===== src/rtl/glyph_pkg.sv =====
package glyph_pkg;
    localparam int CODE_W   = 8;
    localparam int PIX_W    = 5;
    localparam int ROW_W    = 3;
    localparam int GLYPH_W  = 4;
    localparam int UADDR_W  = GLYPH_W + ROW_W;
    localparam int UDEPTH   = 1 << UADDR_W;
    localparam int ROW_LAST = (1 << ROW_W) - 1;

    typedef logic [PIX_W-1:0] pix_t;

    typedef struct packed {
        logic [CODE_W-1:0] code;
        logic [ROW_W-1:0]  row;
    } cell_req_t;

    typedef struct packed {
        logic here;
        logic uline;
        logic blink;
        logic fill;
    } cursor_ctl_t;

    function automatic logic is_user_code(input logic [CODE_W-1:0] c);
        return c[CODE_W-1:GLYPH_W] == '0;
    endfunction

    // Placeholder font: low code bits mixed with the row number
    function automatic pix_t rom_pattern(input logic [CODE_W-1:0] c,
                                         input logic [ROW_W-1:0] r);
        return c[PIX_W-1:0] ^ {r, r[1:0]};
    endfunction
endpackage


===== src/rtl/glyph_uram.sv =====
module glyph_uram
    import glyph_pkg::*;
(
    input  logic               clk,
    input  logic               rst,
    input  logic               we,
    input  logic [UADDR_W-1:0] waddr,
    input  pix_t               wdata,
    input  logic [UADDR_W-1:0] raddr,
    output pix_t               rdata
);
    pix_t mem [UDEPTH];

    always_ff @(posedge clk) begin
        if (rst) begin
            for (int i = 0; i < UDEPTH; i++) mem[i] <= '0;
        end else if (we) begin
            mem[waddr] <= wdata;
        end
    end

    assign rdata = mem[raddr];


    uram_write_lands_chk: assert property (@(posedge clk) disable iff (rst)
        we |=> mem[$past(waddr)] == $past(wdata));
endmodule


===== src/rtl/glyph_rom.sv =====
module glyph_rom
    import glyph_pkg::*;
(
    input  cell_req_t req,
    output pix_t      rdata
);
    always_comb begin
        if (is_user_code(req.code)) rdata = '0;
        else                        rdata = rom_pattern(req.code, req.row);
    end
endmodule


===== src/rtl/cursor_mix.sv =====
module cursor_mix
    import glyph_pkg::*;
(
    input  pix_t             base,
    input  logic [ROW_W-1:0] row,
    input  cursor_ctl_t      ctl,
    output pix_t             mixed
);
    logic fill_now, bar_now;

    always_comb begin
        fill_now = ctl.here && ctl.blink && ctl.fill;
        bar_now  = ctl.here && ctl.uline && (row == ROW_W'(ROW_LAST));
        if (fill_now)     mixed = '1;
        else if (bar_now) mixed = base | '1;
        else              mixed = base;
    end
endmodule


===== src/rtl/glyph_row_fetch.sv =====
module glyph_row_fetch
    import glyph_pkg::*;
(
    input  logic         clk,
    input  logic         rst,
    input  logic [7:0]   char_code,
    input  logic [2:0]   pat_row,
    input  logic         cur_here,
    input  logic         uline_en,
    input  logic         blink_en,
    input  logic         blink_fill,
    input  logic         wr_en,
    input  logic [6:0]   wr_addr,
    input  logic [4:0]   wr_data,
    output logic [4:0]   pix_row
);
    cell_req_t   req;
    cursor_ctl_t ctl;
    pix_t        user_row, rom_row, base_row, mixed_row;

    assign req = '{code: char_code, row: pat_row};
    assign ctl = '{here: cur_here, uline: uline_en, blink: blink_en, fill: blink_fill};

    glyph_uram u_uram (
        .clk   (clk),
        .rst   (rst),
        .we    (wr_en),
        .waddr (wr_addr),
        .wdata (wr_data),
        .raddr ({req.code[GLYPH_W-1:0], req.row}),
        .rdata (user_row)
    );

    glyph_rom u_rom (
        .req   (req),
        .rdata (rom_row)
    );

    assign base_row = is_user_code(req.code) ? user_row : rom_row;

    cursor_mix u_mix (
        .base  (base_row),
        .row   (req.row),
        .ctl   (ctl),
        .mixed (mixed_row)
    );

    always_ff @(posedge clk) begin
        if (rst) pix_row <= '0;
        else     pix_row <= mixed_row;
    end


    blink_fill_chk: assert property (@(posedge clk) disable iff (rst)
        (!$past(rst) && $past(cur_here && blink_en && blink_fill)) |-> pix_row == 5'h1f);


    underline_row_chk: assert property (@(posedge clk) disable iff (rst)
        (!$past(rst) && $past(cur_here && uline_en && pat_row == 3'd7)) |-> pix_row == 5'h1f);


    no_cursor_pass_chk: assert property (@(posedge clk) disable iff (rst)
        (!$past(rst) && !$past(cur_here)) |-> pix_row == $past(base_row));


    rom_select_chk: assert property (@(posedge clk) disable iff (rst)
        (!$past(rst) && !$past(cur_here) && $past(char_code[7:4] != 4'h0))
            |-> pix_row == $past(rom_row));
endmodule


===== config.mk =====
export PLATFORM = sky130hd
export DESIGN_NAME = glyph_row_fetch
export DESIGN_NICKNAME = d
export VERILOG_FILES = /design/src/rtl/glyph_pkg.sv /design/src/rtl/glyph_uram.sv /design/src/rtl/glyph_rom.sv /design/src/rtl/cursor_mix.sv /design/src/rtl/glyph_row_fetch.sv
export SDC_FILE = /design/constraint.sdc
export NUM_CORES = 1
export LEC_CHECK = 0
export ABC_CLOCK_PERIOD_IN_PS = 2100
export BUFFER_PORTS_ARGS = -buffer_cell sky130_fd_sc_hd__buf_2
export CAP_MARGIN = 20
export CORE_MARGIN = 10
export CORE_UTILIZATION = 46
export DETAILED_ROUTE_END_ITERATION = 7
export SLEW_MARGIN = 20
export SYNTH_ARGS = -nofsm -noshare
export SYNTH_HDL_FRONTEND = slang
export SYNTH_SLANG_ARGS = --single-unit
export TNS_END_PERCENT = 5

===== constraint.sdc =====
create_clock -name clk -period 2.1 [get_ports clk]
set_input_delay 0.42 -clock clk [delete_from_list [all_inputs] [get_ports clk]]
set_output_delay 0.42 -clock clk [all_outputs]
set_load 0.01 [all_outputs]

Word level (Yosys, flattened, before mapping)
Memory sizes are Yosys's and may differ from the RTL's.
Cells that the tools add are included.
Storage, ports and cells
  output and inout port bits: 5
  logic and storage cells: 21
  flip-flop bits (word level): 5
  memory bits (writable): 640
  memories: 1
Memory list
  u_uram.mem: words 128, width 5, read ports 1, clocked after memory_dff 0, write ports 128, RTL line glyph_uram.sv:12  | pix_t mem [UDEPTH];
Cells by class
  equality and inequality tests: 1
  bitwise logic cells: 1
  reductions and logical operators: 6
  muxes and demuxes: 11
Operators by type and width (number)
  two-way mux 5 bit: 4
  two-way mux 7 bit: 1
  two-way mux 1 bit: 6
  OR reduction 5 bit: 1
  XOR 5 bit: 1
  logical AND 1 bit: 4
  zero test 4 bit: 1
  equality test 3 bit (second input constant): 1

Longest topological paths before layout
Gate-level depths: netlist of the first run.
  word-level depth: 5
  depth in mapped cells: 10
  depth with buffers taken out: 6

Modules after synthesis
Synthesis of the first run repeated with hierarchy kept, for this count alone.
Unflattened totals
  cell total of the unflattened synthesis: 1983
  area, all modules: 30543.0 um^2
Modules (own cells, without submodules)
  glyph_uram: cells an instance 1943, sequential area each 19218.4 um^2, times used 1, area each 30175.2 um^2
  glyph_row_fetch: cells an instance 16, sequential area each 100.1 um^2, times used 1, area each 209.0 um^2
  glyph_rom: cells an instance 12, sequential area each 0.0 um^2, times used 1, area each 92.6 um^2
  cursor_mix: cells an instance 12, sequential area each 0.0 um^2, times used 1, area each 66.3 um^2

Worst setup path before layout of the first run
No wires, ideal clock.
  path kind: input -> register
  start point: input port pat_row[1]
  end point: register pix_row[0]
  arrival time: 1.947 ns
  path buffers: 2
  required time: 1.973 ns
  stages: 6
  path slack: 0.026 ns
  cell sequence: buf_4 > buf_1 > mux4_2 > mux4_2 > mux2i_1 > o211ai_1
On the way
  word-level cells in the longest chain between the ends: 4
  elaborated cells on any way between the ends: 6
  classes of those cells: eq/ne: 1; mux: 3; reduce/logical: 1; memory: 1
Ends and longest elaborated chain
  start, declared: RTL line glyph_row_fetch.sv:7  | input logic [2:0] pat_row,
  memory (128 x 5 bit) or equality test 3 bit (tied branches)
  two-way mux 5 bit or logical AND 1 bit (tied branches): RTL line glyph_row_fetch.sv:39, cursor_mix.sv:13
  two-way mux 5 bit *: RTL line cursor_mix.sv:15  | else if (bar_now) mixed = base | '1;
  two-way mux 5 bit *: RTL line cursor_mix.sv:14  | if (fill_now) mixed = '1;
  end signal, assigned: RTL line glyph_row_fetch.sv:50  | else pix_row <= mixed_row;
  end, declared: RTL line glyph_row_fetch.sv:15  | output logic [4:0] pix_row
Mark *: on every way between the ends. The rest lies on a longest branch, timed or not.
A chain may end at the register's enable or synchronous reset.

Worst setup path after layout of the first run
  start point: memory u_uram.mem[55][3] in the netlist's numbering
  end point: register pix_row[3]
On the way
  word-level cells in the longest chain between the ends: 4
Ends and longest elaborated chain
  start, declared: RTL line glyph_uram.sv:12
  memory (128 x 5 bit)
  two-way mux 5 bit: RTL line glyph_row_fetch.sv:39  | assign base_row = is_user_code(req.code) ? user_row : rom_row;
  two-way mux 5 bit: RTL line cursor_mix.sv:15
  two-way mux 5 bit: RTL line cursor_mix.sv:14
Every way passes these cells.

==> run summary, run 1 <==
drt drc = 0
clk buf depth = 3
Final nets = 2472
setup ws final = 0.0910 ns
Post-synth EDFFs = 640
Via density = 5.77
WL/cell = 25.4 um
CP top delay family = compound AO/OA/AOI/OAI gates
CP Buf/Inv Count = 1
vias in the first global route = 19400
crit path DAT = 2.51 ns
worst r2r src = u_uram.mem[55][3]
max_slew headroom = 0.628
root buf cell = clkbuf_16
crit end category = flop
Area Overhead vs Synth = 18.5%
vias = 19400
r2r endpoint = pix_row[3]
most common cell after layout, fill and taps aside = edfxtp_1
Fillers = 5372
cts bufs inserted = 70
Max Clk Rate = 498 MHz
Die Y = 279 um
core area = 66100 um^2
port bufs = 34
Setup Viol. Count Final = 0
initial drt markers = 1990
first-pass GRT wire length = 127000 um
leak pwr = 14.3 nW
stages on the worst setup path = 6
crit path to = pix_row[3]
DR pass1 iterations = 5
slew at the pin closest to its max-slew limit = 0.557 ns
WL final = 85400 um
Min Clock Period, post-route = 2.01 ns
CP required = 2.60 ns
FF-to-FF setup slack = 0.09 ns
gr ovfl total = 0
Post-synth ARST share = 0
status = finished, final reports clean
warnings from Yosys = 0
slowest library cell on the worst path = mux4_2
Final Skew = 0.0329 ns
Hold Path Class = in -> reg
post-detailed-route count of antenna-violating nets = 0
Main synth FF type = edfxtp_1
final hold violations = 0
Syn Inst Count = 2225
FF/Latch Area = 19300 um^2
CTS tree = done
pin count of the biggest net entering global routing = 72
Crit Path Max Fanout = 1
max-slew violation count = 0
Ports = 35
CTS H-tree depth = 3
syn nets = 2255
period utilisation layout = 0.957
row count = 94
post-synth top area share = 0.623
CTS sink cnt = 645
Worst Reg-to-Reg Cells = 6
GRT Util Overall = 0.218
PD cells = 828 nW/um^2
die area = 77800 um^2
library cells used by synthesis = 45
Clock Latency Late Sink = 0.62 ns
Worst-path clk slew = 0.06 ns
crit-path max cell delay = 0.50 ns
leading area contributor after synthesis = edfxtp_1
maximum VDD drop = 0.562 mV
Post-Syn Area = 30800 um^2
most frequent cells in the layout = 640 x edfxtp_1, 448 x and2_1, 277 x buf_4
share of layout cells above drive strength 1 = 0.268
TNS Setup = 0 ns
CP cell instances = mux4_2 > a2111oi_0 > buf_4 > a21oi_1 > nand4_1 > o211ai_1
antenna violations before repair = 3
register bit total from synthesis = 645
effective utilization at floorplan = 0.467
MaxCap Viol Count = 0
hold_buf cts = 0
Final HPWL DP = 58400 um
top cells by area, synth = edfxtp_1 62%, and2_1 9.1%, mux4_2 8.3%, and3_1 4.1%, mux2i_1 4.1%
Setup CP Type = reg -> reg
pre-CTS setup slack = -0.503 ns
average cell area after synthesis = 13.9 um^2
Worst setup SP type = flop
GP Congestion = 0.939
Worst Setup SP = u_uram.mem[55][3]
Layout Utilization = 0.553
register area share after synthesis = 0.626
RSZ-0062 raised after global routing = no
Die X = 279 um
area of the multi-input gates = 10700 um^2
[tightest hold or removal path: stages]
cell	delay [ns]
buf_2	0.14
nor3_1	0.09
nor2_1	0.11
o211ai_1	0.10
[how the worst min path moves through the flow]
stage | from | to | slack [ns] | cells after the start
2_1_floorplan | u_uram.mem[77][3] | pix_row[3] | 0.69 | 6
3_3_place_gp | pix_row[1] | pix_row[1] | 0.88 | 1
3_5_place_dp | pix_row[1] | pix_row[1] | 0.88 | 1
4_1_cts | char_code[2] | pix_row[2] | 0.28 | 4
5_1_grt | char_code[2] | pix_row[2] | 0.33 | 4
6_report | char_code[2] | pix_row[2] | 0.30 | 4
[cell usage after synthesis (all sizes together), types with 9 or more instances]
master	number
and2	448
clkbuf	150
mux2i	125
mux4	114
nand2	43
a22oi	30
nand3	29
nor2	109
nor2b	17
nand2b	10
o21ai	12
and3	200
or2	91
nor3	9
a21o	40
nand4	11
a221oi	10
edfxtp	640
buf	54
a21oi	37
[final cells by class]
| cell class | instances | area share |
|---|---|---|
| timing repair buffer | 349 | 0.0846 |
| multi-input combinational | 1375 | 0.293 |
| tap | 864 | 0.0296 |
| inverter | 1 | 0.000103 |
| antenna | 1 | 0.0000685 |
| sequential | 645 | 0.529 |
| clock inverter | 35 | 0.0118 |
| clock buffer | 94 | 0.0521 |
[cell families (layout without fill, tap and decap cells)]
logic type / after synthesis / count (layout) / share of synthesized area
AND/OR/NAND/NOR: 976 / 976 / 0.184
flip-flops: 645 / 645 / 0.626
multiplexers: 243 / 243 / 0.125
buffers and inverters: 205 / 479 / 0.0290
AO/OA/AOI/OAI: 153 / 153 / 0.0342
XOR/XNOR: 3 / 3 / 0.000852
other: 0 / 1 / 0
[report_power, final]
part	total, mW	internal, mW	switching [mW]
registers	15.0	14.8	0.255
logic	2.55	1.06	1.48
clock network	12.7	7.62	5.07
total	30.3	23.5	6.81
[stage by stage]
stage                     hold WS, ns  cells  cell area (um^2)  power [mW]
after global placement          0.884   3235             34200        17.8
after floorplan                 0.686   2225             30800        16.6
final                           0.304   3364             36600        30.3
after CTS                       0.282   3364             36500        30.4
after global routing            0.327   3363             36500        31.1
after detailed placement        0.881   3235             34200        17.8
[timing repair]
item                                    4_1_cts  5_1_grt
buffers inserted                              0        0
pin swaps                                     2        6
gates resized for setup                       5        7
endpoints found under the setup margin        2        3
[registers in the layout (all words and copies together) (netlist names)]
signal / cells
u_uram.mem: 640
pix_row: 5
[metal layers]
metal / share of wire / wire [um] / track usage
met1: 0.43 / 36600 / 0.297
met3: 0.078 / 6690 / 0.0503
met4: 0.029 / 2470 / 0.0785
met2: 0.46 / 39600 / 0.337
met5: 0.00044 / 38 / 0
No activity file was read; power rests on OpenSTA's default activity.
==> inputs of run 2 (changes only) <==
Settings changed: ABC_AREA from default to 1, CTS_CLUSTER_SIZE from default to 30.
==> run summary, run 2 <==
commonest cells in the netlist = 777 x nor2_1, 774 x nand2_1, 640 x edfxtp_1
register area share after synthesis = 0.616
max-slew violation count = 0
leak pwr = 15.9 nW
port bufs = 34
GP Congestion = 0.889
drt drc = 0
GRT Util Overall = 0.226
warnings from Yosys = 0
core area = 67400 um^2
effective utilization at floorplan = 0.465
Min Clock Period, post-route = 1.71 ns
crit end category = flop
initial drt markers = 2740
Ports = 35
worst r2r src = u_uram.mem[1][1]
top flop regs = u_uram.mem (640), pix_row (5)
Setup Buffers After CTS = 0
average cell area after synthesis = 9.13 um^2
Top reg by flops = u_uram.mem
clk buf depth = 3
Post-synth EDFFs = 640
maximum VDD drop = 0.614 mV
post-synth top area share = 0.613
DR pass1 iterations = 6
count leader, synth = nor2_1
r2r endpoint = pix_row[1]
Main synth FF type = edfxtp_1
hold_buf cts = 0
FF-to-FF setup slack = 0.39 ns
hold_sp = wr_data[0]
status = finished, final reports clean
Worst Reg-to-Reg Cells = 10
RSZ-0062 raised after global routing = no
first-pass GRT wire length = 137000 um
crit path DAT = 2.26 ns
CTS sink cnt = 645
slew at the pin closest to its max-slew limit = 0.423 ns
antenna violations before repair = 1
WL final = 89300 um
root buf cell = clkbuf_16
Design Area, Final = 37400 um^2
hold depth = 3
CTS tree = done
Crit Path Max Fanout = 20
max reg flops = 640
Overall Power = 30.7 mW
Via density = 5.36
max_slew headroom = 0.718
period utilisation layout = 0.813
CP required = 2.66 ns
Syn Inst Count = 3432
most common cell after layout, fill and taps aside = nor2_1
syn nets = 3462
top cells by area, synth = edfxtp_1 61%, nor2_1 9.3%, nand2_1 9.3%, nand3_1 7.6%, inv_1 3.8%
# resized after CTS = 0
cts bufs inserted = 73
Final HPWL DP = 56800 um
MaxCap Viol Count = 0
vias in the first global route = 24300
Placed Area = 35000 um^2
library cells used by synthesis = 30
Die Y = 281 um
CTS H-tree depth = 3
pin count of the biggest net entering global routing = 57
Final nets = 3720
Hold Path Class = in -> reg
Max Clk Rate = 586 MHz
Setup Viol. Count Final = 0
leading area contributor after synthesis = edfxtp_1
die area = 79000 um^2
vias = 24800
row count = 95
WL/cell = 19.3 um
Worst Hold End = u_uram.mem[96][0]
Post-synth ARST share = 0
most frequent cells in the layout = 777 x nor2_1, 774 x nand2_1, 640 x edfxtp_1
register bit total from synthesis = 645
share of layout cells above drive strength 1 = 0.154
post-detailed-route count of antenna-violating nets = 0
Worst-path clk slew = 0.06 ns
PD cells = 822 nW/um^2
gr ovfl total = 0
Area Overhead vs Synth = 19.2%
Final Skew = 0.0268 ns
Setup CP Type = in -> reg
Die X = 281 um
Clock Latency Late Sink = 0.63 ns
final hold violations = 0
Worst setup SP type = input port
Post-Syn Area = 31400 um^2
run 2: logic make-up (layout without fill, tap and decap cells):
logic type	after synthesis	count (layout)	synth area share
buf+inv	555	871	0.0783
compound gates	123	123	0.0237
other cells	0	1	0
flops	645	645	0.616
simple gates	2106	2106	0.281
xor+xnor	3	3	0.000838
run 2: area by class of cell:
class                   count  area, um^2
well taps                 873        1090
flip-flops and latches    645       19300
repair buffers            416        3720
diodes                      1        2.50
clock inverters            39         368
clock buffers              94        2030
inverters                 322        1230
multi-input cells        2232        9600
fillers                  5922       30000
run 2: power breakdown:
group | switching [mW] | leakage [nW] | internal (mW)
sequential | 0.210 | 6.12 | 14.8
clock | 5.15 | 1.17 | 7.69
combinational | 1.93 | 8.59 | 0.980
total | 7.28 | 15.9 | 23.4
run 2: worst max-delay path: stages:
cell     delay, ns
buf_8         0.15
buf_12        0.21
buf_4         0.21
nand2_1       0.08
nand2_1       0.07
nand2_1       0.04
nand3_1       0.09
nand3_1       0.11
nand3_1       0.28
nand3_1       0.23
nand3_1       0.12
nand3_1       0.07
a21oi_1       0.15
run 2: worst max-delay path by stage:
stage | start | end | slack [ns] | cells after the start
4_1_cts | pix_row[2] | pix_row[2] | 0.42 | 1
6_report | pat_row[0] | pix_row[4] | 0.39 | 13
3_5_place_dp | pat_row[0] | pix_row[1] | -0.17 | 13
3_3_place_gp | pat_row[0] | pix_row[1] | -0.17 | 13
5_1_grt | u_uram.mem[70][4] | pix_row[4] | 0.30 | 10
2_1_floorplan | wr_addr[0] | u_uram.mem[22][0] | 0.22 | 5
run 2: routing by layer:
| layer | track usage | wire, um | part of all wire |
|---|---|---|---|
| met5 | 0 | 0 | 0 |
| met4 | 0.0747 | 2480 | 0.028 |
| met3 | 0.0377 | 7310 | 0.082 |
| met2 | 0.376 | 42800 | 0.48 |
| met1 | 0.296 | 36700 | 0.41 |
run 2: metrics by stage:
stage / cells / utilization / hold WS, ns / worst slack, ns / setup TNS (ns)
2_1_floorplan: 3432 / - / 0.489 / 0.220 / 0
3_3_place_gp: 4488 / 0.519 / 0.790 / -0.166 / -0.354
3_5_place_dp: 4488 / 0.519 / 0.809 / -0.170 / -0.383
4_1_cts: 4621 / 0.554 / 0.168 / 0.423 / 0
5_1_grt: 4621 / 0.554 / 0.190 / 0.299 / 0
6_report: 4622 / 0.554 / 0.192 / 0.393 / 0
==> inputs of run 3 (changes only) <==
Settings changed: ABC_CLOCK_PERIOD_IN_PS 2100 to 1700.
Clock period 2.1 ns to 1.7 ns, I/O delays scaled along.
==> run summary, run 3 (synthesis gave the netlist of run 2 again) <==
status = finished, final reports clean
effective utilization at floorplan = 0.465
slew at the pin closest to its max-slew limit = 0.510 ns
max_slew headroom = 0.660
Min Clock Period, post-route = 1.63 ns
leak pwr = 15.9 nW
Top reg by flops = u_uram.mem
post-detailed-route count of antenna-violating nets = 0
Setup CP Type = reg -> reg
GRT Util Overall = 0.228
gr ovfl total = 0
vias = 24800
Ports = 35
Setup Viol. Count Final = 0
drt drc = 0
Via density = 5.38
PD cells = 1010 nW/um^2
most frequent cells in the layout = 777 x nor2_1, 734 x nand2_1, 640 x edfxtp_1
FF-to-FF setup slack = 0.07 ns
die area = 79000 um^2
Worst-path clk slew = 0.06 ns
worst r2r src = u_uram.mem[12][0]
GP Congestion = 0.895
Worst setup SP type = flop
antenna violations before repair = 1
top flop regs = u_uram.mem (640), pix_row (5)
most common cell after layout, fill and taps aside = nor2_1
CP cell instances = or2_2 > nand3_1 > nand3_1 > nand3_1 > nand3_1 > nand3_2 > nand3_1 > nand3_1 > a21oi_1
Crit Path Max Fanout = 1
cts bufs inserted = 71
Die X = 281 um
slowest library cell on the worst path = edfxtp_1
CP required = 2.20 ns
Final Skew = 0.0218 ns
most frequent CP cell = nand3_1
# diodes = 0
pin count of the biggest net entering global routing = 68
share of layout cells above drive strength 1 = 0.167
Final HPWL DP = 59400 um
vias in the first global route = 24200
WL/cell = 19.6 um
Area Overhead vs Synth = 19.5%
Max Clk Rate = 614 MHz
crit path DAT = 2.12 ns
port bufs = 34
CP top delay family = simple AND/OR/NAND/NOR gates
final hold violations = 0
RSZ-0062 raised after global routing = yes
WL final = 90200 um
row count = 95
Clock Latency Late Sink = 0.61 ns
Overall Power = 37.7 mW
MaxCap Viol Count = 0
TNS Setup = 0 ns
hold_sp = wr_data[1]
Final nets = 3713
CTS sink cnt = 645
max-slew violation count = 0
CTS tree = done
Worst Hold End = u_uram.mem[102][1]
hold depth = 3
maximum VDD drop = 0.590 mV
crit end category = flop
CTS H-tree depth = 3
core area = 67400 um^2
Die Y = 281 um
crit-path max cell delay = 0.41 ns
period utilisation layout = 0.958
Layout Cells excl Fill = 4614
clk buf depth = 3
Hold Path Class = in -> reg
root buf cell = clkbuf_16
DR pass1 iterations = 6
Worst Reg-to-Reg Cells = 9
r2r endpoint = pix_row[0]
CP Buf/Inv Count = 0
Placed Cells = 4483
first-pass GRT wire length = 138000 um
initial drt markers = 2446
max reg flops = 640
==> run 3: power breakdown <==
part / switching, mW / leakage (nW) / internal [mW] / total [mW]
combinational: 2.41 / 8.60 / 1.22 / 3.63
sequential: 0.273 / 6.12 / 18.3 / 18.5
clock: 6.32 / 1.15 / 9.24 / 15.6
==> run 3: per-layer routing <==
layer,global-route usage,vias to the layer above,part of all wire
li1,-,11700,-
met1,0.296,11900,0.41
met2,0.372,1052,0.47
met3,0.0455,171,0.088
met4,0.0897,0,0.033
met5,0,-,0
==> run 3: per-stage QoR <==
stage	utilization	cell area, um^2	setup WS, ns	hold WS [ns]
floorplan	-	31500	-0.0292	0.409
global placement	0.520	35100	-0.474	0.710
detailed placement	0.520	35100	-0.493	0.708
CTS	0.555	37400	0.0344	0.0570
global route	0.556	37500	-0.0138	0.0773
finish	0.556	37500	0.0714	0.0831
==> run 3: how the worst max path moves through the flow <==
| stage | start | to | slack (ns) | cells after the start |
|---|---|---|---|---|
| finish | u_uram.mem[12][0] | pix_row[0] | 0.07 | 9 |
| detailed placement | pat_row[0] | pix_row[1] | -0.49 | 14 |
| floorplan | wr_addr[0] | u_uram.mem[53][0] | -0.03 | 6 |
| global placement | pat_row[0] | pix_row[1] | -0.47 | 13 |
| CTS | u_uram.mem[52][4] | pix_row[4] | 0.03 | 9 |
| global route | u_uram.mem[44][1] | pix_row[1] | -0.01 | 9 |
==> run 3: timing repair <==
| item | 4_1_cts | 5_1_grt |
|---|---|---|
| setup endpoints to repair | 0 | 5 |
| buffers inserted | 0 | 0 |
| gates resized for setup | 0 | 8 |
| hold buffers | 0 | 0 |
==> run 3: tightest hold or removal path, delay by kind of cell <==
kind / cells / cell delay, ns
buf+inv: 2 / 0.16
simple gates: 1 / 0.09
==> run 3: final cells by class <==
type / count / area [um^2]
inverters: 322 / 1240
fillers: 5854 / 29900
well taps: 873 / 1090
clock inverters: 36 / 342
flip-flops and latches: 645 / 19300
repair buffers: 411 / 3730
multi-input cells: 2232 / 9740
clock buffers: 95 / 2010
